$ cat config.mk
export PLATFORM = sky130hd
export DESIGN_NAME = bshift_top
export DESIGN_NICKNAME = d
export VERILOG_FILES = /design/src/rtl/bshift_pkg.sv /design/src/rtl/bshift_stage.sv /design/src/rtl/bshift_core.sv /design/src/rtl/bshift_top.sv
export SDC_FILE = /design/constraint.sdc
export NUM_CORES = 1
export LEC_CHECK = 0
export BUFFER_PORTS_ARGS = -buffer_cell sky130_fd_sc_hd__clkbuf_2
export CORE_AREA = 4 4 96 98
export DETAILED_ROUTE_END_ITERATION = 12
export DIE_AREA = 0 0 100 102
export PLACE_DENSITY_LB_ADDON = 0.05
export REMOVE_ABC_BUFFERS = 1
export SLEW_MARGIN = 20
export SYNTH_ARGS = -nofsm -noshare
export SYNTH_HDL_FRONTEND = slang
export SYNTH_SLANG_ARGS = --single-unit
$ cat constraint.sdc
create_clock -name vclk -period 2.73
set_input_delay 0 -clock vclk [all_inputs]
set_output_delay 0 -clock vclk [all_outputs]
set_load 0.01 [all_outputs]
$ cat src/rtl/bshift_pkg.sv
package bshift_pkg;

  typedef enum logic [1:0] {
    SH_LSL = 2'b00,
    SH_LSR = 2'b01,
    SH_ASR = 2'b10,
    SH_ROR = 2'b11
  } shift_mode_e;

endpackage

$ cat src/rtl/bshift_stage.sv
module bshift_stage #(
  parameter int W    = 32,
  parameter int DIST = 1
) (
  input  logic [W-1:0] din,
  input  logic         en,
  input  logic         wrap,
  input  logic         fill,
  output logic [W-1:0] dout
);

  for (genvar j = 0; j < W; j++) begin : g_bit
    logic pick;
    if (j + DIST < W) begin : g_inside
      assign pick = din[j + DIST];
    end else begin : g_edge
      localparam int WRAP_IDX = j + DIST - W;
      assign pick = wrap ? din[WRAP_IDX] : fill;
    end
    assign dout[j] = en ? pick : din[j];
  end

endmodule

$ cat src/rtl/bshift_core.sv
module bshift_core
  import bshift_pkg::*;
#(
  parameter int W = 32,
  localparam int SW = $clog2(W)
) (
  input  logic [W-1:0]  data,
  input  logic [SW-1:0] amt,
  input  shift_mode_e   mode,
  output logic [W-1:0]  result
);

  logic          flip;
  logic          wrap;
  logic          fill;
  logic [W-1:0]  pre;
  logic [W-1:0]  post;
  logic [W-1:0]  lvl [SW+1];

  assign flip = (mode == SH_LSL);
  assign wrap = (mode == SH_ROR);
  assign fill = (mode == SH_ASR) ? data[W-1] : 1'b0;

  for (genvar k = 0; k < W; k++) begin : g_rev
    assign pre[k]    = flip ? data[W-1-k] : data[k];
    assign result[k] = flip ? post[W-1-k] : post[k];
  end

  assign lvl[0] = pre;

  for (genvar s = 0; s < SW; s++) begin : g_stage
    bshift_stage #(
      .W    (W),
      .DIST (1 << s)
    ) u_stage (
      .din  (lvl[s]),
      .en   (amt[s]),
      .wrap (wrap),
      .fill (fill),
      .dout (lvl[s+1])
    );
  end

  assign post = lvl[SW];

endmodule

$ cat src/rtl/bshift_top.sv
module bshift_top
  import bshift_pkg::*;
#(
  parameter int W = 32,
  localparam int SW = $clog2(W)
) (
  input  logic          in_valid,
  output logic          in_ready,
  input  logic [W-1:0]  in_data,
  input  logic [SW-1:0] in_amt,
  input  logic [1:0]    in_mode,
  output logic          out_valid,
  input  logic          out_ready,
  output logic [W-1:0]  out_data
);

  shift_mode_e mode;
  assign mode = shift_mode_e'(in_mode);

  assign in_ready  = out_ready;
  assign out_valid = in_valid;

  bshift_core #(.W(W)) u_core (
    .data   (in_data),
    .amt    (in_amt),
    .mode   (mode),
    .result (out_data)
  );

  always_comb begin
    if (in_valid) begin

      amt_zero_identity_chk: assert ((in_amt != '0) || (out_data == in_data));

      rotate_popcount_chk: assert ((mode != SH_ROR) ||
                                   ($countones(out_data) == $countones(in_data)));

      lsr_top_zero_chk: assert ((mode != SH_LSR) || (in_amt == '0) ||
                                (out_data[W-1] == 1'b0));

      lsl_low_zero_chk: assert ((mode != SH_LSL) || (in_amt == '0) ||
                                (out_data[0] == 1'b0));

      asr_sign_keep_chk: assert ((mode != SH_ASR) ||
                                 (out_data[W-1] == in_data[W-1]));
    end
  end

endmodule

==> run summary, run 1 <==
DR vias: 3940
Initial Utilization: 0.387
final hold violations: 0
Layout area overhead: 14.7%
Post-Synthesis Cells: 415
Critical Path AT: 2.52 ns
drt drc: 0
final net count: 510
Critical Path Sink Type: output pin
postcts setup bufs: 0
status: finished clean
min cycle time layout: 2.52 ns
worst-path fanout max: 19
fillers: 857
hold-fix buffer count after cts: 0
critical path data required time: 2.73 ns
Worst VDD drop: 0.0000756 V
CP Launch Type: input pin
CP max stage delay: 0.58 ns
Util after Layout: 0.444
Resized cells post-CTS: 0
Post-Syn Area per Cell: 7.90 um2
crit path cell chain: clkbuf_2 > nor2_4 > buf_12 > buf_4 > mux4_2 > mux4_2 > mux2i_1 > o22ai_1 > a22o_1 > clkbuf_2
initial antenna violation count: 0
DR iter-0 viols: 372
mapped cell area: 3280 um2
Hold Path Origin: in_valid
Die Y: 102 um
Core ar.: 8470 um2
PD cells: 250 nW/um2
Setup CP Type: input pin to output pin
RSZ-0062 raised after global routing: no
grt ovf: 0
global-route wire length before repair: 20000 um
die area: 10200 um2
Final GP Congestion: 0.932
cell leakage power: 1.50 nW
# diodes: 0
Die Wd: 100 um
worst hold slack: 0.0000850 ns
FF+latch area: 0 um2
final setup vio count: 0
Final Total Pwr: 941 uW
fmax: 397 MHz
top-count cell post-synth: nand2_1
seq_cells: 0
port bufs: 71
final worst slack: 0.208 ns
IO Pins: 75
Hold Path Class: input pin to output pin
delay-heaviest family, CP: multiplexers
Synth area leader: mux4_2
Hold Path Sink: out_valid
number of max-cap violations: 0
Synth cell types: 57
average vias per placed instance: 6.85
share of Yosys cell area claimed by the top area cell type: 0.282
Post-synth top cells: 43 x nand2_1, 41 x mux4_2, 35 x a21oi_1
Seq/Total Area, Yosys: 0
max-slew violations: 0
largest cells by area after synthesis: mux4_2 28%, mux2i_1 7.9%, a21oi_1 5.3%
Slew @ Worst Pin: 0.655 ns
vias in the first global route: 3622
post-route clock period utilization: 0.924
layout cell share with drive strength beyond 1: 0.349
largest net degree at the start of global routing: 38
CP bufs+invs: 4
Multi-input gate area: 3030 um2
Syn. warnings: 0
slowest CP cell: mux4_2
DRT antenna net count: 0
clock buffers: 0
Worst Hold Depth: 0
cell row count: 34
DP Wirelength: 10000 um
pre-CTS WS: 0.227 ns
Rel. slew slack: 0.560
Post-Route WL: 12900 um
Total GRT Usage: 0.241
DR pass1 iterations: 5
DR WL/cell: 22.4 um
## final cells by class
| class | count | area share |
|---|---|---|
| multi-input combinational | 365 | 0.806 |
| timing repair buffer | 97 | 0.153 |
| tap | 108 | 0.0360 |
| inverter | 5 | 0.00499 |
## per-stage QoR
step	setup TNS, ns	area [um2]	std cells
after floorplan	-0.346	3050	370
after global placement	0	3760	575
after detailed placement	0	3760	575
after CTS	0	3760	575
after global routing	0	3760	575
final	0	3760	575
## report_power, final
part / internal [mW] / leakage, nW / switching (mW)
registers: 0 / 0 / 0
clock network: 0 / 0 / 0
logic: 0.402 / 1.50 / 0.539
## cell usage in the layout (no fill, tap or decap), types with 3 or more instances in the layout
| master | netlist | routed |
|---|---|---|
| nand2b_1 | 6 | 6 |
| a221o_1 | 5 | 5 |
| o22ai_1 | 23 | 23 |
| o21ai_1 | 5 | 5 |
| nand2_1 | 43 | 43 |
| or3_1 | 4 | 4 |
| a22oi_1 | 15 | 15 |
| mux2i_1 | 26 | 26 |
| a211oi_1 | 3 | 3 |
| and2_1 | 5 | 5 |
| buf_4 | 4 | 24 |
| nor2_1 | 31 | 31 |
| a32oi_1 | 3 | 3 |
| a21oi_1 | 35 | 35 |
| o2bb2ai_1 | 4 | 4 |
| a221oi_1 | 10 | 10 |
| mux2_2 | 15 | 15 |
| clkbuf_2 | 0 | 71 |
| o211ai_1 | 4 | 4 |
| and3_1 | 3 | 3 |
| clkinv_1 | 3 | 3 |
| or2_2 | 4 | 5 |
| nand3_1 | 9 | 9 |
| a31oi_1 | 7 | 7 |
| o21bai_1 | 3 | 3 |
| mux4_2 | 41 | 41 |
| o21ai_0 | 18 | 18 |
| nor3_1 | 6 | 6 |
| a21o_1 | 3 | 3 |
| a22o_1 | 8 | 8 |
## cells by family (layout without fill, tap and decap cells)
logic type,count (synthesis),in the layout,synth area share
AO/OA/AOI/OAI,165,165,0.344
XOR/XNOR,1,1,0.00267
multiplexers,82,82,0.413
AND/OR/NAND/NOR,117,117,0.165
buffers and inverters,50,102,0.0759
## per-layer routing
metal | GRT usage | part of all wire | vias to the layer above
li1 | - | - | 1795
met1 | 0.346 | 0.43 | 1919
met2 | 0.398 | 0.46 | 202
met3 | 0.0212 | 0.076 | 24
met4 | 0.0560 | 0.025 | 0
met5 | 0 | 0 | -
## how the worst max path moves through the flow
stage | start | endpoint | slack, ns | cells after the start
2_1_floorplan | in_mode[1] | out_data[25] | -0.08 | 7
3_3_place_gp | in_mode[0] | out_data[17] | 0.25 | 10
3_5_place_dp | in_mode[0] | out_data[17] | 0.23 | 10
4_1_cts | in_mode[0] | out_data[17] | 0.21 | 10
5_1_grt | in_mode[0] | out_data[6] | 0.10 | 10
6_report | in_mode[0] | out_data[17] | 0.21 | 10
Note: power is estimated with default switching activity, not from simulation.
==> inputs of run 2 (changes only) <==
PLACE_DENSITY_LB_ADDON = 0.1   (was 0.05)
==> run summary, run 2 (synthesis results as in run 1) <==
DR pass1 iterations: 5 (unchanged)
initial antenna violation count: 0 (unchanged)
global-route wire length before repair: 20700 um (was 20000 um)
PD cells: 253 nW/um2 (was 250 nW/um2)
Core ar.: 8470 um2 (unchanged)
Layout area overhead: 15.1% (was 14.7%)
status: finished clean (unchanged)
cell leakage power: 1.51 nW (was 1.50 nW)
postcts setup bufs: 0 (unchanged)
grt ovf: 0 (unchanged)
number of max-cap violations: 0 (unchanged)
Worst VDD drop: 0.0000997 V (was 0.0000756 V)
Die Y: 102 um (unchanged)
fin area: 3770 um2 (was 3760 um2)
cell row count: 34 (unchanged)
layout cell share with drive strength beyond 1: 0.352 (was 0.349)
FF+latch area: 0 um2 (unchanged)
most frequent cells in the layout: 71 x clkbuf_2, 43 x nand2_1, 41 x mux4_2 (unchanged)
Total GRT Usage: 0.251 (was 0.241)
final hold violations: 0 (unchanged)
Resized cells post-CTS: 0 (unchanged)
Hold Path Class: input pin to output pin (unchanged)
Critical Path AT: 2.52 ns (about the same)
critical path data required time: 2.73 ns (about the same)
Die Wd: 100 um (unchanged)
seq_cells: 0 (unchanged)
Util after Layout: 0.446 (was 0.444)
Critical Path Sink Type: output pin (unchanged)
DR vias: 3969 (was 3940)
clock buffers: 0 (unchanged)
DP Wirelength: 10300 um (was 10000 um)
RSZ-0062 raised after global routing: no (unchanged)
Post-Route WL: 13200 um (was 12900 um)
Final GP Congestion: 0.983 (was 0.932)
CP Launch Type: input pin (unchanged)
fillers: 859 (was 857)
placed cell areas: 3770 um2 (was 3760 um2)
DRT antenna net count: 0 (unchanged)
fmax: 397 MHz (about the same)
worst hold slack: 0.0000850 ns (unchanged)
IO Pins: 75 (unchanged)
hold-fix buffer count after cts: 0 (unchanged)
max-slew violations: 0 (unchanged)
min cycle time layout: 2.52 ns (about the same)
Slew @ Worst Pin: 0.775 ns (was 0.655 ns)
Initial Utilization: 0.387 (unchanged)
worst-path fanout max: 15 (was 19)
vias in the first global route: 3647 (was 3622)
largest net degree at the start of global routing: 34 (was 38)
Critical Path End: out_data[17] (unchanged)
average vias per placed instance: 6.88 (was 6.85)
final setup vio count: 0 (unchanged)
port bufs: 71 (unchanged)
die area: 10200 um2 (unchanged)
Rel. slew slack: 0.482 (was 0.560)
Finished Layout Cells: 577 (was 575)
Sum Neg Setup Slack: 0 ns (unchanged)
most common cell after layout, fill and taps aside: clkbuf_2 (unchanged)
post-route clock period utilization: 0.923 (was 0.924)
Critical Path Source: in_mode[1] (was in_mode[0])
DR iter-0 viols: 326 (was 372)
drt drc: 0 (unchanged)
DP Cell Count: 577 (was 575)
# diodes: 0 (unchanged)
Setup CP Type: input pin to output pin (unchanged)
final net count: 512 (was 510)
DR WL/cell: 22.9 um (was 22.4 um)
run 2: cell type report:
type	count	area, um2	share of cell area
multi-input combinational	365	3030	0.803
timing repair buffer	99	591	0.156
tap	108	135	0.0358
inverter	5	18.8	0.00497
run 2: stage by stage:
step                worst slack (ns)  power, mW
finish                         0.209      0.953
global route                   0.109       1.03
CTS                            0.241      0.940
detailed placement             0.255      0.936
global placement               0.224      0.937
floorplan                    -0.0797      0.570
run 2: how the worst min path moves through the flow:
stage / start / end / slack [ns] / cells after the start
after detailed placement: out_ready / in_ready / 0.00007 / 0
after global placement: out_ready / in_ready / 0.00007 / 0
after CTS: out_ready / in_ready / 0.00007 / 0
final: in_valid / out_valid / 0.00009 / 0
after global routing: in_valid / out_valid / 0.00006 / 0
after floorplan: out_ready / in_ready / 0 / 0
run 2: power breakdown:
part	leakage (nW)	total [mW]	switching (mW)	internal (mW)
combinational	1.51	0.953	0.548	0.405
clock	0	0	0	0
sequential	0	0	0	0
run 2: worst max-delay path, stage by stage:
cell	delay [ns]
clkbuf_2	0.11
nor2_4	0.18
buf_12	0.18
buf_4	0.18
mux4_2	0.58
mux4_2	0.53
mux2i_1	0.21
o22ai_1	0.15
a22o_1	0.24
clkbuf_2	0.12
run 2: layer usage:
layer  share of wire  GRT usage
met5               0          0
met4           0.022     0.0435
met1            0.44      0.373
met3           0.074     0.0218
met2            0.47      0.406
